File: src/rtl/rrw_pkg.sv
package rrw_pkg;
  typedef enum logic [2:0] {
    RA_BASE   = 3'd0,
    RA_SIZE   = 3'd1,
    RA_WPTR   = 3'd2,
    RA_THRESH = 3'd3,
    RA_CTRL   = 3'd4,
    RA_STAT   = 3'd5
  } reg_addr_e;

  localparam int CTRL_RUN_BIT = 0;
  localparam int CTRL_IEN_BIT = 1;
  localparam int STAT_RSP_BIT = 0;
  localparam int STAT_OVR_BIT = 2;
  localparam int WPTR_RST_BIT = 15;

  localparam logic [1:0] SZ_TWO     = 2'd0;
  localparam logic [1:0] SZ_SIXTEEN = 2'd1;
  localparam logic [1:0] SZ_FULL    = 2'd2;

  localparam int SLOT_SHIFT = 3;
endpackage

File: src/rtl/rrw_regs.sv
module rrw_regs
  import rrw_pkg::*;
#(
  parameter int ADDR_W = 32,
  parameter int PTR_W  = 8,
  parameter int REG_W  = 32
) (
  input  logic              clk,
  input  logic              rst_n,
  input  logic              reg_wr_en,
  input  logic [2:0]        reg_wr_addr,
  input  logic [REG_W-1:0]  reg_wr_data,
  output logic [ADDR_W-1:0] base,
  output logic [1:0]        size_code,
  output logic [PTR_W-1:0]  thresh,
  output logic              run,
  output logic              irq_en,
  output logic              wp_rst,
  output logic              clr_rsp,
  output logic              clr_ovr
);
  reg_addr_e sel;
  assign sel = reg_addr_e'(reg_wr_addr);

  logic hit_base, hit_size, hit_thr, hit_ctrl, hit_wptr, hit_stat;
  always_comb begin
    hit_base = 1'b0;
    hit_size = 1'b0;
    hit_thr  = 1'b0;
    hit_ctrl = 1'b0;
    hit_wptr = 1'b0;
    hit_stat = 1'b0;
    if (reg_wr_en) begin
      unique case (sel)
        RA_BASE:   hit_base = 1'b1;
        RA_SIZE:   hit_size = 1'b1;
        RA_WPTR:   hit_wptr = 1'b1;
        RA_THRESH: hit_thr  = 1'b1;
        RA_CTRL:   hit_ctrl = 1'b1;
        RA_STAT:   hit_stat = 1'b1;
        default:   ;
      endcase
    end
  end

  assign wp_rst  = hit_wptr & reg_wr_data[WPTR_RST_BIT];
  assign clr_rsp = hit_stat & reg_wr_data[STAT_RSP_BIT];
  assign clr_ovr = hit_stat & reg_wr_data[STAT_OVR_BIT];

  always_ff @(posedge clk or negedge rst_n) begin
    if (!rst_n) begin
      base      <= '0;
      size_code <= SZ_FULL;
      thresh    <= PTR_W'(1);
      run       <= 1'b0;
      irq_en    <= 1'b0;
    end else begin
      if (hit_base) base      <= reg_wr_data[ADDR_W-1:0];
      if (hit_size) size_code <= reg_wr_data[1:0];
      if (hit_thr)  thresh    <= reg_wr_data[PTR_W-1:0];
      if (hit_ctrl) begin
        run    <= reg_wr_data[CTRL_RUN_BIT];
        irq_en <= reg_wr_data[CTRL_IEN_BIT];
      end
    end
  end
endmodule

File: src/rtl/rrw_engine.sv
module rrw_engine
  import rrw_pkg::*;
#(
  parameter int ADDR_W = 32,
  parameter int PTR_W  = 8,
  parameter int WORD_W = 32
) (
  input  logic                clk,
  input  logic                rst_n,
  input  logic                run,
  input  logic [ADDR_W-1:0]   base,
  input  logic [1:0]          size_code,
  input  logic                wp_rst,
  input  logic [PTR_W-1:0]    host_rp,
  input  logic                rsp_valid,
  output logic                rsp_ready,
  input  logic [WORD_W-1:0]   rsp_data,
  input  logic [WORD_W-1:0]   rsp_ext,
  output logic                mem_wr_valid,
  input  logic                mem_wr_ready,
  output logic [ADDR_W-1:0]   mem_wr_addr,
  output logic [2*WORD_W-1:0] mem_wr_data,
  output logic [PTR_W-1:0]    wp,
  output logic                done,
  output logic                ovr_hit,
  output logic                busy
);
  localparam int SLOT_W = 2 * WORD_W;

  logic [PTR_W-1:0]  ring_mask;
  logic [PTR_W-1:0]  wp_q, slot_q, start_ptr, next_slot;
  logic              pend_q;
  logic [SLOT_W-1:0] entry_q;
  logic              mem_fire, rsp_fire, room;

  always_comb begin
    unique case (size_code)
      SZ_TWO:     ring_mask = PTR_W'(1);
      SZ_SIXTEEN: ring_mask = PTR_W'(15);
      default:    ring_mask = '1;
    endcase
  end

  assign mem_fire  = pend_q & mem_wr_ready;
  assign room      = ~pend_q | mem_wr_ready;
  assign rsp_ready = run ? room : 1'b1;
  assign rsp_fire  = rsp_valid & run & room;
  assign start_ptr = pend_q ? slot_q : wp_q;
  assign next_slot = (start_ptr + PTR_W'(1)) & ring_mask;

  always_ff @(posedge clk or negedge rst_n) begin
    if (!rst_n) begin
      pend_q  <= 1'b0;
      slot_q  <= '0;
      entry_q <= '0;
    end else if (rsp_fire) begin
      pend_q  <= 1'b1;
      slot_q  <= next_slot;
      entry_q <= {rsp_ext, rsp_data};
    end else if (mem_fire) begin
      pend_q  <= 1'b0;
    end
  end

  always_ff @(posedge clk or negedge rst_n) begin
    if (!rst_n)        wp_q <= '0;
    else if (wp_rst)   wp_q <= '0;
    else if (mem_fire) wp_q <= slot_q;
  end

  assign mem_wr_valid = pend_q;
  assign mem_wr_addr  = base + (ADDR_W'(slot_q) << SLOT_SHIFT);
  assign mem_wr_data  = entry_q;
  assign wp           = wp_q;
  assign done         = mem_fire;
  assign ovr_hit      = mem_fire & (slot_q == host_rp);
  assign busy         = run | pend_q;
endmodule

File: src/rtl/rrw_irq.sv
module rrw_irq #(
  parameter int PTR_W = 8
) (
  input  logic             clk,
  input  logic             rst_n,
  input  logic             done,
  input  logic             ovr_hit,
  input  logic [PTR_W-1:0] thresh,
  input  logic             irq_en,
  input  logic             clr_rsp,
  input  logic             clr_ovr,
  output logic             st_rsp,
  output logic             st_ovr,
  output logic             irq
);
  localparam int CW = PTR_W + 1;

  logic [CW-1:0] cnt_q, thr_eff, cnt_base, cnt_inc;
  logic          hit;

  assign thr_eff  = (thresh == '0) ? (CW'(1) << PTR_W) : {1'b0, thresh};
  assign cnt_base = clr_rsp ? '0 : cnt_q;
  assign cnt_inc  = cnt_base + CW'(done);
  assign hit      = done & (cnt_inc >= thr_eff);

  always_ff @(posedge clk or negedge rst_n) begin
    if (!rst_n) begin
      cnt_q  <= '0;
      st_rsp <= 1'b0;
      st_ovr <= 1'b0;
    end else begin
      cnt_q  <= hit ? '0 : cnt_inc;
      st_rsp <= (st_rsp & ~clr_rsp) | hit;
      st_ovr <= (st_ovr & ~clr_ovr) | ovr_hit;
    end
  end

  assign irq = irq_en & (st_rsp | st_ovr);
endmodule

File: src/rtl/rsp_ring_writer.sv
module rsp_ring_writer
  import rrw_pkg::*;
#(
  parameter int ADDR_W = 32,
  parameter int PTR_W  = 8,
  parameter int WORD_W = 32,
  parameter int REG_W  = 32
) (
  input  logic                clk,
  input  logic                rst_n,
  input  logic                reg_wr_en,
  input  logic [2:0]          reg_wr_addr,
  input  logic [REG_W-1:0]    reg_wr_data,
  input  logic [PTR_W-1:0]    host_rp,
  input  logic                rsp_valid,
  output logic                rsp_ready,
  input  logic [WORD_W-1:0]   rsp_data,
  input  logic [WORD_W-1:0]   rsp_ext,
  output logic                mem_wr_valid,
  input  logic                mem_wr_ready,
  output logic [ADDR_W-1:0]   mem_wr_addr,
  output logic [2*WORD_W-1:0] mem_wr_data,
  output logic [PTR_W-1:0]    wp_out,
  output logic                dma_busy,
  output logic                st_rsp,
  output logic                st_ovr,
  output logic                irq
);
  logic [ADDR_W-1:0] base;
  logic [1:0]        size_code;
  logic [PTR_W-1:0]  thresh;
  logic              run, irq_en, wp_rst, clr_rsp, clr_ovr;
  logic              done, ovr_hit;

  rrw_regs #(.ADDR_W(ADDR_W), .PTR_W(PTR_W), .REG_W(REG_W)) u_regs (
    .clk(clk), .rst_n(rst_n),
    .reg_wr_en(reg_wr_en), .reg_wr_addr(reg_wr_addr), .reg_wr_data(reg_wr_data),
    .base(base), .size_code(size_code), .thresh(thresh),
    .run(run), .irq_en(irq_en),
    .wp_rst(wp_rst), .clr_rsp(clr_rsp), .clr_ovr(clr_ovr)
  );

  rrw_engine #(.ADDR_W(ADDR_W), .PTR_W(PTR_W), .WORD_W(WORD_W)) u_engine (
    .clk(clk), .rst_n(rst_n),
    .run(run), .base(base), .size_code(size_code), .wp_rst(wp_rst), .host_rp(host_rp),
    .rsp_valid(rsp_valid), .rsp_ready(rsp_ready), .rsp_data(rsp_data), .rsp_ext(rsp_ext),
    .mem_wr_valid(mem_wr_valid), .mem_wr_ready(mem_wr_ready),
    .mem_wr_addr(mem_wr_addr), .mem_wr_data(mem_wr_data),
    .wp(wp_out), .done(done), .ovr_hit(ovr_hit), .busy(dma_busy)
  );

  rrw_irq #(.PTR_W(PTR_W)) u_irq (
    .clk(clk), .rst_n(rst_n),
    .done(done), .ovr_hit(ovr_hit), .thresh(thresh), .irq_en(irq_en),
    .clr_rsp(clr_rsp), .clr_ovr(clr_ovr),
    .st_rsp(st_rsp), .st_ovr(st_ovr), .irq(irq)
  );
endmodule

File: config.mk
export PLATFORM = sky130hd
export DESIGN_NAME = rsp_ring_writer
export DESIGN_NICKNAME = d
export VERILOG_FILES = /design/src/rtl/rrw_pkg.sv /design/src/rtl/rrw_regs.sv /design/src/rtl/rrw_engine.sv /design/src/rtl/rrw_irq.sv /design/src/rtl/rsp_ring_writer.sv
export SDC_FILE = /design/constraint.sdc
export NUM_CORES = 1
export LEC_CHECK = 0
export BUFFER_PORTS_ARGS = -buffer_cell sky130_fd_sc_hd__buf_2
export CORE_MARGIN = 8
export CORE_UTILIZATION = 55
export DETAILED_ROUTE_END_ITERATION = 10
export PLACE_DENSITY = 0.91
export SLEW_MARGIN = 15
export SYNTH_ARGS = -nofsm -noshare
export SYNTH_HDL_FRONTEND = slang
export SYNTH_HIERARCHICAL = 1
export SYNTH_SLANG_ARGS = --single-unit
File: constraint.sdc
create_clock -name clk -period 5 [get_ports clk]
set_input_delay 1 -clock clk [delete_from_list [all_inputs] [get_ports clk]]
set_output_delay 1 -clock clk [all_outputs]
set_load 0.02 [all_outputs]
After elaboration in Yosys (flattened, before gate mapping)
Cells that the tools add are included.
- flip-flop bits (word level): 136
- bits in latches: 0
- bits in writable memories: 0
- ROM bits: 0
- input bits: 112
- output and inout bits: 110
- word-level logic and storage cells: 70
- memories: 0
- add/sub/neg operators: 3
- multipliers: 0
- div/mod/pow operators: 0
- $lt $le $gt $ge: 1
- equality and inequality tests: 7
- shifts and indexed selects: 0
- muxes and demuxes: 22
- bitwise logic cells: 20
- reduce and logical (&&, ||, !) cells: 5
- operators with widths (kind ; count):
    $add A32 B11 Y32 ; 1
    $mux W9 ; 3
    $mux W8 ; 3
    $pmux W8 S2 ; 1
    $mux W1 ; 15
    $and A1 B1 Y1 ; 11
    $add A9 B1 Y9 ; 1
    $ge A9 B9 Y1 ; 1
    $add A8 B1 Y8 const B ; 1
    $and A8 B8 Y8 ; 1
    $eq A8 B8 Y1 ; 1
    $logic_not A8 Y1 ; 1
    $eq A3 B2 Y1 const B ; 2
    $eq A3 B3 Y1 const B ; 2
    $or A1 B1 Y1 ; 5
    $reduce_bool A2 Y1 ; 2
    $eq A3 B1 Y1 const B ; 1
    $logic_not A3 Y1 ; 1
    $not A1 Y1 ; 3
    $eq A2 B1 Y1 const B ; 1
    $logic_not A2 Y1 ; 1

Depth between registers and ports, before layout
- word-level depth: 9
- gate-level depth with buffers: 15
- gate-level depth less buffers: 14

Hierarchy
The synthesis kept the hierarchy.
- by module, submodules not included (module ; instances ; cells an instance ; area an instance (um^2) ; seq. area each (um^2)):
    rrw_engine ; 1 ; 505 ; 4245.3 ; 2026.9
    rrw_regs ; 1 ; 100 ; 1726.7 ; 1103.6
    rrw_irq ; 1 ; 91 ; 834.6 ; 275.3

Worst setup path before layout
Ideal clock, no wire load.
- kind: input-to-reg
- start: input reg_wr_en
- end: register u_irq.cnt_q[4]
- setup time: 0.081 ns
- arrival time: 3.475 ns
- data required time: 4.919 ns
- setup slack: 1.444 ns
- cell stages on the path: 14
- buffers on the path: 0
- cell sequence: nor2b_1 -> and4_1 -> nor2b_1 -> ha_1 -> ha_1 -> nand2_1 -> nor3_1 -> xnor2_1 -> nor2_1 -> ha_1 -> a21oi_2 -> o21ai_2 -> o311a_4 -> nor3_2
- cells in the longest elaborated chain, start to end: 7
- ends and longest elaborated chain (item ; line ; source):
    start, declared ; rsp_ring_writer.sv:11 ; input logic reg_wr_en,
    $mux W1 (*) ; rrw_regs.sv:33 ; if (reg_wr_en) begin
    $and A1 B1 Y1 (*) ; rrw_regs.sv:47 ; assign clr_rsp = hit_stat & reg_wr_data[STAT_RSP_BIT];
    net clr_rsp ; rsp_ring_writer.sv:32 ; logic run, irq_en, wp_rst, clr_rsp, clr_ovr;
    $mux W9 (*) ; rrw_irq.sv:22 ; assign cnt_base = clr_rsp ? '0 : cnt_q;
    $add A9 B1 Y9 (*) ; rrw_irq.sv:23 ; assign cnt_inc = cnt_base + CW'(done);
    $ge A9 B9 Y1 ; rrw_irq.sv:24 ; assign hit = done & (cnt_inc >= thr_eff);
    $and A1 B1 Y1 ; rrw_irq.sv:24 ;
    $mux W9 (*) ; rrw_irq.sv:32 ; cnt_q <= hit ? '0 : cnt_inc;
    end signal, assigned ; rrw_irq.sv:32 ;
    end, declared ; rrw_irq.sv:18 ; logic [CW-1:0] cnt_q, thr_eff, cnt_base, cnt_inc;
Mark *: on every way through the listed nets, which the timed path passes. The rest lies on a longest branch.
A chain may end at the register's enable or synchronous reset.

Final worst setup path
- start: register u_engine.slot_q[1]
- end: output mem_wr_addr[14]
- cells in the longest elaborated chain, start to end: 1
- ends and longest elaborated chain (item ; line ; source):
    start, declared ; rrw_engine.sv:31 ; logic [PTR_W-1:0] wp_q, slot_q, start_ptr, next_slot;
    start signal, assigned ; rrw_engine.sv:58 ; slot_q <= next_slot;
    $add A32 B11 Y32 ; rrw_engine.sv:72 ; assign mem_wr_addr = base + (ADDR_W'(slot_q) << SLOT_SHIFT);
    end, declared ; rsp_ring_writer.sv:21 ; output logic [ADDR_W-1:0] mem_wr_addr,
No other way between the ends.

==> impl_metrics.prom <==
# TYPE chip_impl_metric gauge
chip_impl_info{name="status",value="complete, no violations"} 1
chip_impl_metric{name="whs_path_depth",unit=""} 2
chip_impl_metric{name="route.detailed.drc",unit=""} 0
chip_impl_metric{name="grt_util_all_layers",unit="%"} 23.5
chip_impl_metric{name="p_leak",unit="nW"} 4.48
chip_impl_metric{name="synthArstFlopShare",unit="%"} 100
chip_impl_metric{name="post-route-period-util",unit="%"} 80.3
chip_impl_metric{name="synth_cell_type_count",unit=""} 60
chip_impl_info{name="crit_slowest_cell",value="sky130_fd_sc_hd__a21oi_1"} 1
chip_impl_metric{name="power_density",unit="nW/um2"} 538
chip_impl_info{name="grt_setup_unrepaired",value="no"} 1
chip_impl_metric{name="fin_worst_hold_slack",unit="ns"} 0.470
chip_impl_metric{name="finalClockSkew",unit="ns"} 0.00331
chip_impl_metric{name="initial_core_util",unit="%"} 56.4
chip_impl_metric{name="synth_enable_flop_cells",unit=""} 0
chip_impl_metric{name="avgSynthCellArea",unit="um2"} 9.78
chip_impl_metric{name="via_count",unit=""} 5815
chip_impl_metric{name="overall_power_consumption",unit="W"} 0.00467
chip_impl_metric{name="mappedNetlistNets",unit=""} 829
chip_impl_metric{name="report.final.hold_viol_count",unit=""} 0
chip_impl_info{name="crit-reg2reg-launch",value="u_engine/mem_wr_valid"} 1
chip_impl_metric{name="r2r_slack",unit="ns"} 1.03
chip_impl_metric{name="met3RoutedLength",unit="mm"} 1.75
chip_impl_metric{name="period_minus_slack",unit="ns"} 4.01
chip_impl_metric{name="place.detailed.hpwl",unit="mm"} 13.9
chip_impl_metric{name="gr-total-overflow",unit=""} 0
chip_impl_metric{name="htree_levels",unit=""} 4
chip_impl_metric{name="cts-buffers-inserted",unit=""} 17
chip_impl_metric{name="setup_total_negative_slack",unit="ns"} 0
chip_impl_metric{name="design.die.area",unit="um2"} 16200
chip_impl_metric{name="place_congestion",unit=""} 0.902
chip_impl_info{name="hold_start",value="u_engine/mem_wr_data[5]"} 1
chip_impl_metric{name="worst_slew_pin_slew",unit="ns"} 0.915
chip_impl_metric{name="synth.yosys.warnings",unit=""} 6
chip_impl_metric{name="critical-path-max-stage-delay",unit="ns"} 0.74
chip_impl_info{name="tritoncts",value="done"} 1
chip_impl_metric{name="setup_viol",unit=""} 0
chip_impl_info{name="worst_min_delay_path_category",value="register to register"} 1
chip_impl_metric{name="synth_top_area_share",unit="%"} 49.3
chip_impl_metric{name="max_freq",unit="GHz"} 0.249
chip_impl_info{name="timing.critical_path.to_type",value="output pin"} 1
chip_impl_info{name="post_synth_main_area_contributors",value="sky130_fd_sc_hd__dfrtp_1, sky130_fd_sc_hd__nand2_1, sky130_fd_sc_hd__mux2_2, sky130_fd_sc_hd__xnor2_1, sky130_fd_sc_hd__ha_1"} 1
chip_impl_metric{name="synth.ff_latch_count",unit=""} 136
chip_impl_metric{name="tritoncts_num_sinks",unit=""} 136
chip_impl_metric{name="finish.utilization",unit="%"} 72.0
chip_impl_info{name="synth.top_cells.by_count",value="sky130_fd_sc_hd__nand2_1, sky130_fd_sc_hd__dfrtp_1, sky130_fd_sc_hd__mux2_2"} 1
chip_impl_metric{name="cts.repair_timing.setup_buffer_count",unit=""} 0
chip_impl_metric{name="timing_max_transition_violations_final",unit=""} 0
chip_impl_metric{name="grt_pass1_vias",unit=""} 6026
chip_impl_info{name="worst-setup-path-type",value="register to output pin"} 1
chip_impl_metric{name="n_antenna_cell",unit=""} 0
chip_impl_info{name="critical_path.cell_chain",value="ha_1 > a21o_1 > nand4_1 > a21oi_1 > o2111ai_1 > xnor2_1 > buf_2"} 1
chip_impl_metric{name="floorplan.io_pins",unit=""} 222
chip_impl_metric{name="register_area_share_after_synthesis",unit="%"} 50.0
chip_impl_metric{name="routed_length_on_met2",unit="mm"} 9.17
chip_impl_metric{name="r2r.worst_path.cells",unit=""} 13
chip_impl_info{name="synth_top_area_cell",value="sky130_fd_sc_hd__dfrtp_1"} 1
chip_impl_metric{name="areaGrowthSynthToFinish",unit="%"} 27.6
chip_impl_metric{name="critical_path_arrival",unit="ns"} 3.01
chip_impl_info{name="ys_dominant_reg_cell",value="sky130_fd_sc_hd__dfrtp_1"} 1
chip_impl_metric{name="synth_cells",unit=""} 696
chip_impl_metric{name="drt_first_pass_iters",unit=""} 4
chip_impl_metric{name="port_buffers",unit=""} 221
chip_impl_metric{name="post_cts_resized",unit=""} 0
chip_impl_metric{name="placementRows",unit=""} 40
chip_impl_metric{name="crit_path_max_fanout",unit=""} 10
chip_impl_info{name="top_layer_used",value="met4"} 1
chip_impl_metric{name="fp.dieW",unit="um"} 127
chip_impl_metric{name="wl",unit="mm"} 18.7
chip_impl_metric{name="detail_route.wl_per_cell",unit="um"} 17.1
chip_impl_metric{name="cts-root-to-sink-buffers",unit=""} 2
chip_impl_info{name="endpoint_of_the_most_critical_register_to_register_path",value="u_irq/st_rsp"} 1
chip_impl_metric{name="placeableCoreArea",unit="um2"} 12100
chip_impl_metric{name="wirelength_met1",unit="mm"} 7.38
chip_impl_metric{name="dr.first_iter.drc_count",unit=""} 367
chip_impl_metric{name="cap_viol_max_count",unit=""} 0
chip_impl_metric{name="grt_start_max_net_pins",unit=""} 97
chip_impl_metric{name="worst_setup_hold_path_clk_slew",unit="ns"} 0.06
chip_impl_metric{name="max-vdd-ir-drop",unit="uV"} 363
chip_impl_metric{name="synthesis.area",unit="um2"} 6810
chip_impl_metric{name="post_route_cells_drive_above_1_share",unit="%"} 35.0
chip_impl_metric{name="clk-insertion-delay-late",unit="ns"} 0.41
chip_impl_metric{name="antenna_violating_nets_post_route",unit=""} 0
chip_impl_metric{name="worstPathRequired",unit="ns"} 4.00
chip_impl_metric{name="nets",unit=""} 1045
chip_impl_metric{name="die-height",unit="um"} 127
chip_impl_info{name="element_type_at_the_critical_path_start",value="register"} 1
chip_impl_metric{name="vias_per_cell",unit=""} 5.32
chip_impl_metric{name="cts.hold.buffers_added",unit=""} 0
chip_impl_metric{name="max_slew_headroom_at_the_worst_pin",unit="%"} 39.0
chip_impl_metric{name="antenna_found_initial",unit=""} 0
chip_impl_info{name="post-synth-top-count-cell",value="sky130_fd_sc_hd__nand2_1"} 1
chip_impl_info{name="cts.root.buffer_cell",value="sky130_fd_sc_hd__clkbuf_16"} 1
chip_impl_info{name="holdPathEnd",value="u_engine/mem_wr_data[5]"} 1
chip_impl_metric{name="grt_first_pass_wirelength",unit="mm"} 30.2
==> state kept, by name, indices dropped and copies added (netlist names) <==
| register | cells |
|---|---|
| u_regs/size_code | 2 |
| u_irq/st_ovr | 1 |
| u_engine/slot_q | 8 |
| u_irq/cnt_q | 9 |
| u_engine/mem_wr_valid | 1 |
| u_engine/mem_wr_data | 64 |
| u_regs/run | 1 |
| u_regs/base | 32 |
| u_irq/st_rsp | 1 |
| u_regs/irq_en | 1 |
| u_engine/wp | 8 |
| u_regs/thresh | 8 |
==> logic make-up after synthesis <==
family / count (synthesis) / synth area share [%]
multiplexers: 49 / 8.07
XOR/XNOR: 42 / 5.40
adder cells (fa/ha/maj): 21 / 3.97
buffers and inverters: 45 / 3.12
flip-flops: 136 / 50.0
AO/OA/AOI/OAI: 70 / 7.08
AND/OR/NAND/NOR: 333 / 22.3
==> layout make-up <==
class	count	area [um2]
flip-flops and latches	136	3410
well taps	168	210
clock buffers	18	439
fillers	850	3380
repair buffers	226	1150
multi-input cells	515	3200
inverters	16	60.1
clock inverters	14	220
==> per-layer routing <==
| layer | track usage, % | vias up |
|---|---|---|
| met2 | 39.5 | 265 |
| met3 | 9.36 | 35 |
| li1 | - | 2779 |
| met5 | 0 | - |
| met4 | 9.38 | 0 |
| met1 | 26.3 | 2736 |
==> through the flow <==
step / setup WS, ns / cells / instance area, um2
2_1_floorplan: 1.44 / 696 / 6810
3_3_place_gp: 1.03 / 1061 / 8030
3_5_place_dp: 0.883 / 1061 / 8030
4_1_cts: 0.976 / 1093 / 8690
5_1_grt: 0.629 / 1093 / 8690
6_report: 0.987 / 1093 / 8690
==> power by group <==
part / internal (W) / total [W] / switching [W]
Clock: 0.000901 / 0.00138 / 0.000474
Combinational: 0.000586 / 0.00160 / 0.00101
Sequential: 0.00143 / 0.00170 / 0.000276
Total: 0.00291 / 0.00467 / 0.00176
==> worst max path at each step <==
stage	slack, ns	end	startpoint
3_3_place_gp	1.03	u_irq/st_rsp	mem_wr_ready
5_1_grt	0.63	u_irq/st_rsp	u_engine/mem_wr_valid
2_1_floorplan	1.44	u_irq/cnt_q[4]	reg_wr_en
3_5_place_dp	0.88	u_irq/st_rsp	mem_wr_ready
4_1_cts	0.98	mem_wr_addr[14]	u_engine/slot_q[1]
6_report	0.99	mem_wr_addr[14]	u_engine/slot_q[1]
==> critical path: cells and delay by family (launching register included) <==
kind            cells  cell delay (ns)
fa+ha+maj           1             0.34
simple gates        1             0.17
xor+xnor            1             0.25
flops               1             0.51
buf+inv             1             0.21
compound gates      3             1.12
==> placed cells by master (no fill, tap or decap), types with 6 or more instances in the layout <==
cell | synthesis | layout
sky130_fd_sc_hd__a21oi_1 | 19 | 19
sky130_fd_sc_hd__buf_2 | 2 | 220
sky130_fd_sc_hd__clkbuf_16 | 0 | 17
sky130_fd_sc_hd__dfrtp_1 | 134 | 134
sky130_fd_sc_hd__ha_1 | 20 | 20
sky130_fd_sc_hd__inv_1 | 15 | 15
sky130_fd_sc_hd__mux2_2 | 45 | 45
sky130_fd_sc_hd__nand2_1 | 237 | 237
sky130_fd_sc_hd__nand3_1 | 13 | 12
sky130_fd_sc_hd__nand4_1 | 6 | 6
sky130_fd_sc_hd__nor2_1 | 20 | 19
sky130_fd_sc_hd__nor2b_1 | 6 | 6
sky130_fd_sc_hd__nor3_2 | 6 | 6
sky130_fd_sc_hd__nor4_1 | 6 | 6
sky130_fd_sc_hd__o2111ai_1 | 6 | 6
sky130_fd_sc_hd__o21ai_0 | 11 | 11
sky130_fd_sc_hd__xnor2_1 | 31 | 31
sky130_fd_sc_hd__xor2_1 | 11 | 11
No activity file was read; power rests on OpenSTA's default activity.
